===== src/rtl/flash_cmd_pkg.sv =====
package flash_cmd_pkg;

  typedef enum logic [2:0] {
    RM_ARRAY = 3'd0,
    RM_IDENT = 3'd1,
    RM_BUSY  = 3'd2,
    RM_SUSP  = 3'd3,
    RM_PDOWN = 3'd4
  } readMode_e;

  typedef enum logic [1:0] {
    OP_PROG    = 2'd0,
    OP_ERASE   = 2'd1,
    OP_SUSPEND = 2'd2,
    OP_RESUME  = 2'd3
  } opKind_e;

  // strobes from control to datapath
  typedef struct packed {
    logic latchOp;
    logic maskAdd;
    logic maskAll;
    logic maskClr;
  } dpCtl_t;

  localparam logic [14:0] KEY_HI = 15'h5555;
  localparam logic [14:0] KEY_LO = 15'h2AAA;

  localparam logic [7:0] CMD_UNLOCK_A = 8'hAA;
  localparam logic [7:0] CMD_UNLOCK_B = 8'h55;
  localparam logic [7:0] CMD_PROGRAM  = 8'hA0;
  localparam logic [7:0] CMD_ERASE    = 8'h80;
  localparam logic [7:0] CMD_IDENT    = 8'h90;
  localparam logic [7:0] CMD_SECTOR   = 8'h30;
  localparam logic [7:0] CMD_WHOLE    = 8'h10;
  localparam logic [7:0] CMD_SUSPEND  = 8'hB0;
  localparam logic [7:0] CMD_RESET    = 8'hF0;
  localparam logic [7:0] CMD_SLEEP    = 8'h20;

endpackage


===== src/rtl/flash_cmd_ctrl.sv =====
module flash_cmd_ctrl
  import flash_cmd_pkg::*;
#(
  parameter int PROG_CYCLES   = 8,
  parameter int ERASE_CYCLES  = 60,
  parameter int WINDOW_CYCLES = 16
) (
  input  logic        clk,
  input  logic        rstN,
  input  logic        wrEn,
  input  logic [14:0] wrKey,
  input  logic [7:0]  wrData,
  input  logic        wrProt,
  input  logic        anyUnprot,
  output dpCtl_t      dpCtl,
  output logic        opStart,
  output logic [1:0]  opKind,
  output logic        busy,
  output logic [2:0]  readMode
);

  localparam int LONGEST = (PROG_CYCLES > ERASE_CYCLES) ? PROG_CYCLES : ERASE_CYCLES;
  localparam int CNT_W   = $clog2(LONGEST + 1);
  localparam int WIN_W   = $clog2(WINDOW_CYCLES + 1);

  typedef enum logic [3:0] {
    S_READ, S_UNL1, S_UNL2, S_PROGDATA, S_ERA1, S_ERA2, S_ERA3,
    S_WINDOW, S_PROGRAM, S_ERASE, S_SUSPEND, S_IDENT, S_PDOWN
  } state_e;

  state_e            st, stNxt;
  logic [CNT_W-1:0]  cnt, cntNxt;
  logic [WIN_W-1:0]  win, winNxt;
  logic              startNxt;
  opKind_e           kind, kindNxt;

  logic atHi, atLo, wrHi, unlockA, unlockB, isSector;
  assign atHi     = (wrKey == KEY_HI);
  assign atLo     = (wrKey == KEY_LO);
  assign wrHi     = wrEn && atHi;
  assign unlockA  = wrHi && (wrData == CMD_UNLOCK_A);
  assign unlockB  = wrEn && atLo && (wrData == CMD_UNLOCK_B);
  assign isSector = wrEn && (wrData == CMD_SECTOR);

  always_comb begin
    stNxt    = st;
    cntNxt   = cnt;
    winNxt   = win;
    startNxt = 1'b0;
    kindNxt  = kind;
    dpCtl    = '0;
    case (st)
      S_READ: begin
        if (unlockA) stNxt = S_UNL1;
        else if (wrHi && wrData == CMD_SLEEP) stNxt = S_PDOWN;
      end
      S_UNL1: if (wrEn) stNxt = unlockB ? S_UNL2 : S_READ;
      S_UNL2: if (wrEn) begin
        stNxt = S_READ;
        if (wrHi && wrData == CMD_IDENT)   stNxt = S_IDENT;
        if (wrHi && wrData == CMD_PROGRAM) stNxt = S_PROGDATA;
        if (wrHi && wrData == CMD_ERASE)   stNxt = S_ERA1;
      end
      S_PROGDATA: if (wrEn) begin
        if (wrProt) stNxt = S_READ;
        else begin
          dpCtl.latchOp = 1'b1;
          startNxt      = 1'b1;
          kindNxt       = OP_PROG;
          cntNxt        = CNT_W'(PROG_CYCLES);
          stNxt         = S_PROGRAM;
        end
      end
      S_ERA1: if (wrEn) stNxt = unlockA ? S_ERA2 : S_READ;
      S_ERA2: if (wrEn) stNxt = unlockB ? S_ERA3 : S_READ;
      S_ERA3: if (wrEn) begin
        stNxt = S_READ;
        if (wrHi && wrData == CMD_WHOLE && anyUnprot) begin
          dpCtl.maskAll = 1'b1;
          startNxt      = 1'b1;
          kindNxt       = OP_ERASE;
          cntNxt        = CNT_W'(ERASE_CYCLES);
          stNxt         = S_ERASE;
        end else if (isSector && !wrProt) begin
          dpCtl.maskAdd = 1'b1;
          winNxt        = WIN_W'(WINDOW_CYCLES);
          stNxt         = S_WINDOW;
        end
      end
      S_WINDOW: begin
        if (isSector && !wrProt) begin
          dpCtl.maskAdd = 1'b1;
          winNxt        = WIN_W'(WINDOW_CYCLES);
        end else if (win <= 1) begin
          startNxt = 1'b1;
          kindNxt  = OP_ERASE;
          cntNxt   = CNT_W'(ERASE_CYCLES);
          stNxt    = S_ERASE;
        end else begin
          winNxt = win - 1'b1;
        end
      end
      S_PROGRAM: begin
        if (cnt <= 1) stNxt = S_READ;
        else cntNxt = cnt - 1'b1;
      end
      S_ERASE: begin
        if (wrEn && wrData == CMD_SUSPEND) begin
          startNxt = 1'b1;
          kindNxt  = OP_SUSPEND;
          stNxt    = S_SUSPEND;
        end else if (cnt <= 1) begin
          dpCtl.maskClr = 1'b1;
          stNxt         = S_READ;
        end else begin
          cntNxt = cnt - 1'b1;
        end
      end
      S_SUSPEND: if (isSector) begin
        startNxt = 1'b1;
        kindNxt  = OP_RESUME;
        stNxt    = S_ERASE;
      end
      S_IDENT: if (wrEn) begin
        if (wrData == CMD_RESET) stNxt = S_READ;
        else if (unlockA)        stNxt = S_UNL1;
      end
      S_PDOWN: if (wrEn && wrData == CMD_RESET) stNxt = S_READ;
      default: stNxt = S_READ;
    endcase
  end

  always_ff @(posedge clk) begin
    if (!rstN) begin
      st      <= S_READ;
      cnt     <= '0;
      win     <= '0;
      opStart <= 1'b0;
      kind    <= OP_PROG;
    end else begin
      st      <= stNxt;
      cnt     <= cntNxt;
      win     <= winNxt;
      opStart <= startNxt;
      kind    <= kindNxt;
    end
  end

  assign opKind = kind;
  assign busy   = (st == S_PROGRAM) || (st == S_ERASE) || (st == S_SUSPEND);

  always_comb begin
    case (st)
      S_IDENT:                     readMode = RM_IDENT;
      S_WINDOW, S_PROGRAM, S_ERASE: readMode = RM_BUSY;
      S_SUSPEND:                   readMode = RM_SUSP;
      S_PDOWN:                     readMode = RM_PDOWN;
      default:                     readMode = RM_ARRAY;
    endcase
  end

endmodule


===== src/rtl/flash_cmd_dp.sv =====
module flash_cmd_dp
  import flash_cmd_pkg::*;
#(
  parameter int          AW       = 19,
  parameter int          NS       = 8,
  parameter logic [7:0]  MFR_CODE = 8'h5A,
  parameter logic [7:0]  DEV_CODE = 8'hC3
) (
  input  logic          clk,
  input  logic          rstN,
  input  dpCtl_t        dpCtl,
  input  logic [AW-1:0] wrAddr,
  input  logic [7:0]    wrData,
  input  logic          rdReq,
  input  logic [AW-1:0] rdAddr,
  input  logic [NS-1:0] sectorProt,
  input  logic [2:0]    readMode,
  output logic [AW-1:0] opAddr,
  output logic [7:0]    opData,
  output logic [NS-1:0] eraseMask,
  output logic          rdArray,
  output logic          idValid,
  output logic [7:0]    idData,
  output logic          wrProt,
  output logic          anyUnprot
);

  localparam int SW = $clog2(NS);

  logic [SW-1:0] wrSec, rdSec;
  assign wrSec     = wrAddr[AW-1 -: SW];
  assign rdSec     = rdAddr[AW-1 -: SW];
  assign wrProt    = sectorProt[wrSec];
  assign anyUnprot = |(~sectorProt);

  for (genvar g = 0; g < NS; g++) begin : g_mask
    always_ff @(posedge clk) begin
      if (!rstN)              eraseMask[g] <= 1'b0;
      else if (dpCtl.maskClr) eraseMask[g] <= 1'b0;
      else if (dpCtl.maskAll) eraseMask[g] <= ~sectorProt[g];
      else if (dpCtl.maskAdd && wrSec == SW'(g)) eraseMask[g] <= 1'b1;
    end
  end

  always_ff @(posedge clk) begin
    if (!rstN) begin
      opAddr <= '0;
      opData <= '0;
    end else if (dpCtl.latchOp) begin
      opAddr <= wrAddr;
      opData <= wrData;
    end
  end

  logic [2:0] idSel;
  logic [7:0] idNxt;
  assign idSel = {rdAddr[6], rdAddr[1], rdAddr[0]};

  always_comb begin
    case (idSel)
      3'b000:  idNxt = MFR_CODE;
      3'b001:  idNxt = DEV_CODE;
      3'b010:  idNxt = {7'd0, sectorProt[rdSec]};
      default: idNxt = 8'h00;
    endcase
  end

  always_ff @(posedge clk) begin
    if (!rstN) begin
      rdArray <= 1'b0;
      idValid <= 1'b0;
      idData  <= '0;
    end else begin
      rdArray <= rdReq && ((readMode == RM_ARRAY) ||
                           (readMode == RM_SUSP && !eraseMask[rdSec]));
      idValid <= rdReq && (readMode == RM_IDENT);
      idData  <= (rdReq && readMode == RM_IDENT) ? idNxt : 8'h00;
    end
  end

endmodule


===== src/rtl/flash_cmd_seq.sv =====
module flash_cmd_seq
  import flash_cmd_pkg::*;
#(
  parameter int         ADDR_W        = 19,
  parameter int         SECTORS       = 8,
  parameter int         PROG_CYCLES   = 8,
  parameter int         ERASE_CYCLES  = 60,
  parameter int         WINDOW_CYCLES = 16,
  parameter logic [7:0] MFR_CODE      = 8'h5A,
  parameter logic [7:0] DEV_CODE      = 8'hC3
) (
  input  logic               clk,
  input  logic               rstN,
  input  logic               wrEn,
  input  logic [ADDR_W-1:0]  wrAddr,
  input  logic [7:0]         wrData,
  input  logic               rdReq,
  input  logic [ADDR_W-1:0]  rdAddr,
  input  logic [SECTORS-1:0] sectorProt,
  output logic               opStart,
  output logic [1:0]         opKind,
  output logic [ADDR_W-1:0]  opAddr,
  output logic [7:0]         opData,
  output logic [SECTORS-1:0] eraseMask,
  output logic               busy,
  output logic [2:0]         readMode,
  output logic               rdArray,
  output logic               idValid,
  output logic [7:0]         idData
);

  dpCtl_t dpCtl;
  logic   wrProt, anyUnprot;

  flash_cmd_ctrl #(
    .PROG_CYCLES  (PROG_CYCLES),
    .ERASE_CYCLES (ERASE_CYCLES),
    .WINDOW_CYCLES(WINDOW_CYCLES)
  ) i_ctrl (
    .clk      (clk),
    .rstN     (rstN),
    .wrEn     (wrEn),
    .wrKey    (wrAddr[14:0]),
    .wrData   (wrData),
    .wrProt   (wrProt),
    .anyUnprot(anyUnprot),
    .dpCtl    (dpCtl),
    .opStart  (opStart),
    .opKind   (opKind),
    .busy     (busy),
    .readMode (readMode)
  );

  flash_cmd_dp #(
    .AW      (ADDR_W),
    .NS      (SECTORS),
    .MFR_CODE(MFR_CODE),
    .DEV_CODE(DEV_CODE)
  ) i_dp (
    .clk       (clk),
    .rstN      (rstN),
    .dpCtl     (dpCtl),
    .wrAddr    (wrAddr),
    .wrData    (wrData),
    .rdReq     (rdReq),
    .rdAddr    (rdAddr),
    .sectorProt(sectorProt),
    .readMode  (readMode),
    .opAddr    (opAddr),
    .opData    (opData),
    .eraseMask (eraseMask),
    .rdArray   (rdArray),
    .idValid   (idValid),
    .idData    (idData),
    .wrProt    (wrProt),
    .anyUnprot (anyUnprot)
  );

endmodule


===== config.mk =====
export PLATFORM = sky130hd
export DESIGN_NAME = flash_cmd_seq
export DESIGN_NICKNAME = d
export VERILOG_FILES = /design/src/rtl/flash_cmd_pkg.sv /design/src/rtl/flash_cmd_ctrl.sv /design/src/rtl/flash_cmd_dp.sv /design/src/rtl/flash_cmd_seq.sv
export SDC_FILE = /design/constraint.sdc
export NUM_CORES = 1
export LEC_CHECK = 0
export ABC_CLOCK_PERIOD_IN_PS = 6850
export BUFFER_PORTS_ARGS = -buffer_cell sky130_fd_sc_hd__buf_4
export CORE_UTILIZATION = 50
export CTS_CLUSTER_DIAMETER = 150
export CTS_CLUSTER_SIZE = 8
export DETAILED_ROUTE_END_ITERATION = 10
export PLACE_DENSITY = 0.87
export SETUP_SLACK_MARGIN = 0.1
export SLEW_MARGIN = 20
export SYNTH_ARGS = -nofsm -noshare
export SYNTH_HDL_FRONTEND = slang
export SYNTH_HIERARCHICAL = 1
export SYNTH_SLANG_ARGS = --single-unit

===== constraint.sdc =====
create_clock -name clk -period 6.85 [get_ports clk]
set_input_delay 1.0275 -clock clk [delete_from_list [all_inputs] [get_ports clk]]
set_output_delay 1.0275 -clock clk [all_outputs]
set_load 0.01 [all_outputs]

==> run_results.csv, run 1 <==
group,metric,value,unit
drt,vias_per_cell,5.85,
flow_run,cap_violations,0,
clocking,root_buffer,"clkbuf_8",
floorplan,core,0.00679,mm^2
timing,fin_setup_tns,0,ns
setup_path,reg2reg_from,"i_ctrl/st[1]$_SDFFE_PN0P_",
grt,grt_antenna_before_repair,0,
final_layout,post-route-util,0.651,
timing,finalMaxSlewViolations,0,
hold_path,hold_class,"reg2reg",
drt,drt_iter0_drc,299,
synth,netlist.top_cell.by_area,"dfxtp_1",
synth,syn_area_per_cell,8.96,um^2
floorplan,row_count,30,
setup_path,crit_arrival,3.60,ns
setup_path,timing.rr.end,"i_ctrl/cnt[5]$_SDFFE_PN0P_",
final_layout,drive_above_1_share,0.296,
drt,routedWlPerCell,15.8,um
clocking,clock-sinks,59,
placed_design,dpl.hpwl,6650,um
drt,firstDrtPassIters,5,
power,vdd.ir_drop.worst,0.000112,V
timing,worst_pin_slew,0.816,ns
clocking,cts_htree_levels,3,
grt,grt_max_degree,41,
power,intPower,0.000646,W
synth,ys.flop_type,"dfxtp_1",
timing,finalSetupViolations,0,
power,pwr-share-clk,0.374,
setup_path,cp-end-kind,"flip-flop",
drt,drc,0,
synth,synth_top_area_frac,0.337,
timing,finalCriticalPeriod,3.38,ns
clocking,cts_setup_buffers,0,
grt,grt_pass1_wl,15000,um
power,p_switching,0.000260,W
grt,overflow,0,
power,p_per_area,205,mW/mm^2
power,seqPwrFrac,0.415,
final_layout,area_growth,26.3,%
drt,ant_nets,0,
placed_design,io_buffers,94,
clocking,clk-insertion-delay-late,0.33,ns
final_layout,diodes,0,
clocking,ctsResizeCount,0,
placed_design,place_ws,3.18,ns
setup_path,worst-path-max-fanout,8,
grt,grt_usage,0.256,
timing,finalHoldViolations,0,
drt,num_vias,3370,
drt,wl,9100,um
status,status,"finished clean",
power,pwr-share-comb,0.211,
synth,synthCells,391,
setup_path,rrSetupSlack,4.31,ns
clocking,clk_pin_slew,0.07,ns
clocking,hold_buffers,0,
floorplan,start_util,0.515,
setup_path,critPathLaunchType,"input pin",
timing,rsz0062_at_grt,"no",
setup_path,crit_chain,"buf_4 > mux4_2 > mux2_2 > or4_2 > o21a_1 > nor2_1 > nand4_1 > o211a_1",
timing,period_share,0.493,
synth,synth-async-reset-ratio,0,
timing,max_freq,296,MHz
floorplan,dieArea,0.00734,mm^2
setup_path,crit_cells,8,
synth,synth_cell_types,72,
timing,finClkSkew,0.00845,ns
synth,synth-seq-cells,59,
synth,synth-edff-count,0,
power,switching_share,0.287,
synth,ys_seq_area_frac,0.337,
floorplan,die_x,85.7,um
final_layout,final_common_cell,"buf_4",
timing,relSlewSlack,0.451,
setup_path,rr_worst_depth,5,
clocking,cts_tree,"built",
hold_path,hold_start,"i_ctrl/opKind[0]$_SDFFE_PN0P_",
setup_path,max_stage_delay,0.76,ns
hold_path,worst_hold_path.num_cells,2,
setup_path,required,7.08,ns
synth,mappedNetlistArea,0.00350,mm^2
final_layout,final_cell_mix,"buf_4 (96), dfxtp_1 (59), nor2_1 (35), nor2b_1 (35), mux2i_1 (33)",
setup_path,cp_top_family,"simple AND/OR/NAND/NOR gates",
placed_design,gp_congestion,0.944,
setup_path,critPathSlowestCell,"or4_2",
grt,first_global_vias,3280,
setup_path,path_class,"in2reg",
power,p_leak,1.69,nW
clocking,cts_buffer_depth,2,
floorplan,dieHeight,85.7,um
final_layout,n_fill_cell,583,
timing,setup_slack,3.47,ns
floorplan,ios,110,
clocking,numCtsBuffers,9,
hold_path,whs_endpoint,"i_ctrl/opKind[0]$_SDFFE_PN0P_",
final_layout,layout.nets,537,
synth,yosys_warnings,6,
setup_path,crit_buf_inv,1,
synth,synth.area.top_cells,"dfxtp_1 (34%), mux2i_1 (9.4%), nor2b_1 (6.3%)",
## metal layers
metal	global-route usage	wire length, um
met3	0.0905	834
met4	0.105	169
met2	0.420	4170
met5	0	0
met1	0.306	3930
## cell usage after synthesis, types with 6 or more instances
master / count
nor4_1: 7
inv_1: 7
nor2b_1: 35
nand3_1: 8
nor3_1: 13
nand4_1: 8
nor2_1: 35
mux2i_1: 33
dfxtp_1: 59
o21ai_0: 9
a211oi_1: 10
clkbuf_1: 9
a21oi_1: 18
nand2b_1: 11
nand2_1: 18
or2_2: 6
## state kept, by name (all words and copies together), names as in the netlist
register	flops
i_ctrl/cnt	6
i_ctrl/opKind	2
i_ctrl/opStart	1
i_ctrl/st	4
i_ctrl/win	5
i_dp/eraseMask	8
i_dp/idData	4
i_dp/idValid	1
i_dp/opAddr	19
i_dp/opData	8
i_dp/rdArray	1
## worst max path at each step
stage	from	endpoint	slack, ns
finish	wrAddr[17]	i_ctrl/win[4]$_SDFFE_PN0P_	3.47
global route	wrAddr[17]	i_dp/eraseMask[3]$_SDFFE_PP0P_	3.35
CTS	wrAddr[17]	i_ctrl/win[4]$_SDFFE_PN0P_	3.50
detailed placement	wrAddr[17]	i_dp/eraseMask[3]$_SDFFE_PP0P_	3.18
floorplan	wrAddr[17]	i_ctrl/win[4]$_SDFFE_PN0P_	3.37
global placement	wrAddr[17]	i_dp/eraseMask[2]$_SDFFE_PP0P_	3.21
## final cells by class
type / count / area [um^2] / share of cell area
clock buffers: 10 / 128 / 0.0289
clock inverters: 6 / 80.1 / 0.0181
inverters: 7 / 26.3 / 0.00594
multi-input cells: 302 / 2170 / 0.490
flip-flops and latches: 59 / 1180 / 0.267
well taps: 96 / 120 / 0.0272
repair buffers: 96 / 721 / 0.163
## power by group through the flow
stage / Clock, W / Combinational [W] / Sequential (W)
floorplan: 0 / 0.000140 / 0.000371
global placement: 0 / 0.000182 / 0.000381
global route: 0.000364 / 0.000211 / 0.000378
finish: 0.000339 / 0.000191 / 0.000375
CTS: 0.000344 / 0.000188 / 0.000374
detailed placement: 0 / 0.000187 / 0.000381
## through the flow
stage	hold slack, ns	total power (W)	instance area (um^2)	cells
after CTS	0.460	0.000906	4420	576
after global placement	0.454	0.000563	4210	560
after global routing	0.495	0.000953	4420	576
after floorplan	0.448	0.000511	3510	392
final	0.462	0.000906	4420	576
after detailed placement	0.450	0.000569	4210	560
## tightest hold or removal path, cell delays in order, from the launching register on
cell and delay [ns]:
dfxtp_1 0.31, nand2_1 0.05, a21oi_1 0.05
## logic make-up after synthesis
logic type,after synthesis,synth area share
AND/OR/NAND/NOR,182,0.313
AO/OA/AOI/OAI,75,0.154
flip-flops,59,0.337
multiplexers,39,0.132
buffers and inverters,31,0.0486
adder cells (fa/ha/maj),4,0.0143
other,1,0.00107
No activity file was read; power rests on OpenSTA's default activity.
==> run 2: changes to the inputs <==
Settings changed: ABC_CLOCK_PERIOD_IN_PS 6850 to 3100, CORE_UTILIZATION 50 to 47, PLACE_DENSITY 0.87 to 0.86.
Clock period 6.85 ns to 3.1 ns, I/O delays scaled along.
==> run_results.csv, run 2 (synthesis results as in run 1) <==
group,metric,value,unit
timing,worst_pin_slew,0.750,ns
setup_path,cp-end-kind,"flip-flop",
clocking,ctsResizeCount,0,
power,vdd.ir_drop.worst,0.000255,V
drt,drt_iter0_drc,217,
drt,drc,0,
power,power,0.00202,W
clocking,clock-sinks,59,
setup_path,worst-path-max-fanout,8,
timing,fin_setup_tns,0,ns
grt,grt_max_degree,41,
final_layout,layout_top_registers,"i_dp/opAddr (19), i_dp/eraseMask (8), i_dp/opData (8)",
floorplan,start_util,0.485,
final_layout,n_fill_cell,620,
flow_run,cap_violations,0,
drt,firstDrtPassIters,4,
floorplan,dieHeight,88.3,um
timing,whs,0.301,ns
floorplan,ios,110,
clocking,cts_tree,"built",
timing,rsz0062_at_grt,"no",
final_layout,ff_latch_area,0.00118,mm^2
setup_path,path_class,"in2reg",
final_layout,multi_input_area,0.00217,mm^2
clocking,cts_buffer_depth,2,
final_layout,instances_no_fill,585,
clocking,clk_pin_slew,0.06,ns
timing,period_share,0.882,
timing,finalSetupViolations,0,
drt,routedWlPerCell,16.0,um
clocking,cts_htree_levels,3,
clocking,root_buffer,"clkbuf_8",
final_layout,top_register,"i_dp/opAddr",
floorplan,row_count,31,
final_layout,layout.nets,543,
clocking,cts_setup_buffers,0,
floorplan,die_x,88.3,um
placed_design,io_buffers,94,
timing,finalMaxSlewViolations,0,
clocking,clk-insertion-delay-late,0.34,ns
grt,grt_usage,0.247,
timing,relSlewSlack,0.496,
setup_path,required,3.33,ns
final_layout,final_area,0.00447,mm^2
power,p_leak,1.72,nW
final_layout,final_cell_mix,"buf_4 (102), dfxtp_1 (59), nor2_1 (35), nor2b_1 (35), mux2i_1 (33)",
clocking,numCtsBuffers,9,
setup_path,crit_chain,"buf_4 > mux4_2 > mux2_2 > or4_2 > o21a_1 > nor2_1 > nand4_1 > o211a_1",
floorplan,core,0.00721,mm^2
power,p_per_area,451,mW/mm^2
clocking,hold_buffers,0,
grt,grt_pass1_wl,14900,um
timing,finalHoldViolations,0,
drt,wl,9360,um
status,status,"finished clean",
grt,first_global_vias,3237,
setup_path,max_stage_delay,0.75,ns
setup_path,critPathLaunchType,"input pin",
final_layout,area_growth,27.7,%
drt,vias_per_cell,5.78,
final_layout,final_common_cell,"buf_4",
timing,max_freq,366,MHz
final_layout,diodes,0,
placed_design,placed_cell_area,0.00426,mm^2
drt,ant_nets,0,
grt,overflow,0,
floorplan,dieArea,0.00780,mm^2
placed_design,gp_congestion,0.925,
placed_design,dpl.hpwl,6860,um
final_layout,drive_above_1_share,0.305,
hold_path,hold_class,"in2reg",
setup_path,critPathSlowestCell,"or4_2",
final_layout,largest_reg_flops,19,
placed_design,place_inst,569,
grt,grt_antenna_before_repair,0,
timing,finClkSkew,0.0109,ns
setup_path,crit_arrival,2.97,ns
timing,finalCriticalPeriod,2.73,ns
drt,num_vias,3384,
-- run 2: metrics by stage --
step,setup WS (ns),util
global placement,0.0663,0.591
CTS,0.396,0.620
finish,0.367,0.620
global route,0.238,0.620
detailed placement,0.0437,0.591
floorplan,0.185,-
-- run 2: worst max-delay path, delay by kind of cell --
kind | cells | cell delay (ns)
muxes | 2 | 0.79
buffers and inverters | 1 | 0.14
and+or+nand+nor | 3 | 1.18
AOI/OAI and AO/OA | 2 | 0.38
-- run 2: power breakdown --
group          switching [W]  internal [W]
clock network       0.000308      0.000447
logic               0.000234      0.000202
registers          0.0000464      0.000781
total               0.000588       0.00143
-- run 2: layout make-up --
cell class,count,area share
repair buffers,102,0.171
clock buffers,10,0.0285
multi-input cells,302,0.484
flip-flops and latches,59,0.264
well taps,99,0.0277
inverters,7,0.00588
clock inverters,6,0.0179
-- run 2: layer usage --
metal	up-vias	track usage	wire, um	part of all wire
met5	-	0	0	0
met4	0	0.0762	123	0.013
met3	12	0.0961	881	0.094
met2	162	0.416	4410	0.47
met1	1576	0.291	3950	0.42
li1	1634	-	-	-
-- run 2: final timing paths --
check | end | slack, ns | cells after the start | from
setup / recovery | i_ctrl/win[4]$_SDFFE_PN0P_ | 0.37 | 8 | wrAddr[17]
hold / removal | i_dp/idData[4]$_SDFF_PN0_ | 0.30 | 2 | rdAddr[0]
setup reg to reg | i_ctrl/opKind[0]$_SDFFE_PN0P_ | 0.66 | 8 | i_ctrl/win[1]$_SDFFE_PN0P_
hold reg to reg | i_ctrl/opKind[0]$_SDFFE_PN0P_ | 0.48 | 2 | i_ctrl/opKind[0]$_SDFFE_PN0P_
==> run 3: changes to the inputs <==
Settings changed: PLACE_DENSITY 0.86 to 0.8.
==> run_results.csv, run 3 (synthesis results as in run 1) <==
group,metric,value,unit
clocking,ctsResizeCount,0,
clocking,cts_setup_buffers,0,
final_layout,drive_above_1_share,0.309,
final_layout,diodes,0,
floorplan,start_util,0.485,
hold_path,worst_hold_path.num_cells,2,
drt,wl,9440,um
timing,max_freq,361,MHz
final_layout,final_cell_mix,"buf_4 (104), dfxtp_1 (59), nor2_1 (35), nor2b_1 (35), mux2i_1 (33)",
timing,relSlewSlack,0.521,
setup_path,critPathLaunchType,"input pin",
drt,routedWlPerCell,16.1,um
final_layout,layout_top_registers,"i_dp/opAddr (19), i_dp/eraseMask (8), i_dp/opData (8)",
setup_path,cp_top_family,"simple AND/OR/NAND/NOR gates",
drt,drc,0,
timing,whs,0.292,ns
clocking,cts_htree_levels,3,
clocking,cts_buffer_depth,2,
drt,firstDrtPassIters,4,
clocking,clock-sinks,59,
setup_path,crit_chain,"buf_4 > mux4_2 > mux2_2 > or4_2 > nor2_1 > nor2b_1 > a311oi_1 > a211oi_1",
final_layout,n_fill_cell,639,
floorplan,dieArea,0.00780,mm^2
setup_path,crit_arrival,3.02,ns
flow_run,cap_violations,0,
timing,rsz0062_at_grt,"no",
timing,finalMaxSlewViolations,0,
power,p_leak,1.69,nW
drt,ant_nets,0,
timing,finalHoldViolations,0,
setup_path,crit_buf_inv,1,
final_layout,layout.nets,545,
hold_path,hold_start,"rdAddr[0]",
placed_design,io_buffers,94,
setup_path,cp-end-kind,"flip-flop",
final_layout,final_common_cell,"buf_4",
grt,first_global_vias,3327,
setup_path,rrSetupSlack,0.60,ns
clocking,numCtsBuffers,9,
placed_design,dpl.hpwl,7110,um
clocking,cts_tree,"built",
setup_path,required,3.35,ns
status,status,"finished clean",
floorplan,row_count,31,
final_layout,top_register,"i_dp/opAddr",
final_layout,final_area,0.00446,mm^2
clocking,hold_buffers,0,
setup_path,rr_worst_depth,8,
grt,grt_pass1_wl,15700,um
drt,drt_iter0_drc,248,
hold_path,whs_endpoint,"i_dp/idData[4]$_SDFF_PN0_",
hold_path,hold_class,"in2reg",
final_layout,area_growth,27.3,%
floorplan,die_x,88.3,um
power,p_per_area,425,mW/mm^2
timing,finClkSkew,0.00740,ns
grt,grt_max_degree,41,
final_layout,largest_reg_flops,19,
placed_design,placed_cell_area,0.00428,mm^2
timing,worst_pin_slew,0.713,ns
final_layout,post-route-util,0.618,
clocking,clk-insertion-delay-late,0.34,ns
setup_path,reg2reg_from,"i_ctrl/win[1]$_SDFFE_PN0P_",
drt,vias_per_cell,5.79,
drt,num_vias,3396,
setup_path,path_class,"in2reg",
placed_design,gp_congestion,0.912,
setup_path,critPathSlowestCell,"or4_2",
placed_design,place_ws,-0.00417,ns
setup_path,worstSetupStartpoint,"wrAddr[17]",
clocking,clk_pin_slew,0.07,ns
grt,overflow,0,
floorplan,dieHeight,88.3,um
power,vdd.ir_drop.worst,0.000270,V
setup_path,worst-path-max-fanout,8,
floorplan,ios,110,
timing,period_share,0.894,
timing,setup_slack,0.330,ns
grt,grt_antenna_before_repair,0,
floorplan,core,0.00721,mm^2
setup_path,max_stage_delay,0.75,ns
timing,finalSetupViolations,0,
grt,grt_usage,0.257,
setup_path,timing.rr.end,"i_ctrl/opKind[0]$_SDFFE_PN0P_",
timing,finalCriticalPeriod,2.77,ns
clocking,root_buffer,"clkbuf_8",
-- run 3: changes by cell type in the layout (fill, tap and decap cells not counted) --
cell        delta
bufinv_16      -2
clkinvlp_4     +5
clkbuf_1       -1
clkinv_2       -4
buf_4          +2
clkinv_4       +2
-- run 3: power by group --
part	total (W)	switching, W	leakage (nW)	internal (W)
registers	0.000826	0.0000452	0.476	0.000780
logic	0.000439	0.000235	1.14	0.000205
clock network	0.000628	0.000337	0.0737	0.000291
total	0.00189	0.000617	1.69	0.00128
-- run 3: final cells by class --
| class | instances | area, um^2 | share of cell area |
|---|---|---|---|
| Tap cell | 99 | 124 | 0.0278 |
| Clock inverter | 7 | 55.1 | 0.0124 |
| Timing Repair Buffer | 104 | 781 | 0.175 |
| Clock buffer | 9 | 124 | 0.0278 |
| Inverter | 7 | 26.3 | 0.00590 |
| Multi-Input combinational cell | 302 | 2170 | 0.486 |
| Sequential cell | 59 | 1180 | 0.265 |
-- run 3: worst max-delay path by stage --
stage,end,slack [ns],cells past startpoint
after floorplan,i_ctrl/win[4]$_SDFFE_PN0P_,0.18,8
after global placement,i_dp/eraseMask[3]$_SDFFE_PP0P_,0.09,8
after detailed placement,i_dp/eraseMask[1]$_SDFFE_PP0P_,-0.004,8
after CTS,i_dp/eraseMask[1]$_SDFFE_PP0P_,0.35,8
after global routing,i_dp/eraseMask[1]$_SDFFE_PP0P_,0.25,8
final,i_dp/eraseMask[1]$_SDFFE_PP0P_,0.33,8
-- run 3: routing by layer --
metal | wire length, um | up-vias | part of all wire | GRT usage
met4 | 247 | 0 | 0.026 | 0.128
met1 | 4000 | 1602 | 0.42 | 0.312
li1 | - | 1637 | - | -
met5 | 0 | - | 0 | 0
met3 | 737 | 26 | 0.078 | 0.0746
met2 | 4460 | 131 | 0.47 | 0.417
-- run 3: through the flow --
stage,std cells,total power [W],TNS [ns]
2_1_floorplan,392,0.00113,0
3_3_place_gp,571,0.00126,0
3_5_place_dp,571,0.00127,-0.00417
4_1_cts,587,0.00191,0
5_1_grt,587,0.00200,0
6_report,587,0.00189,0
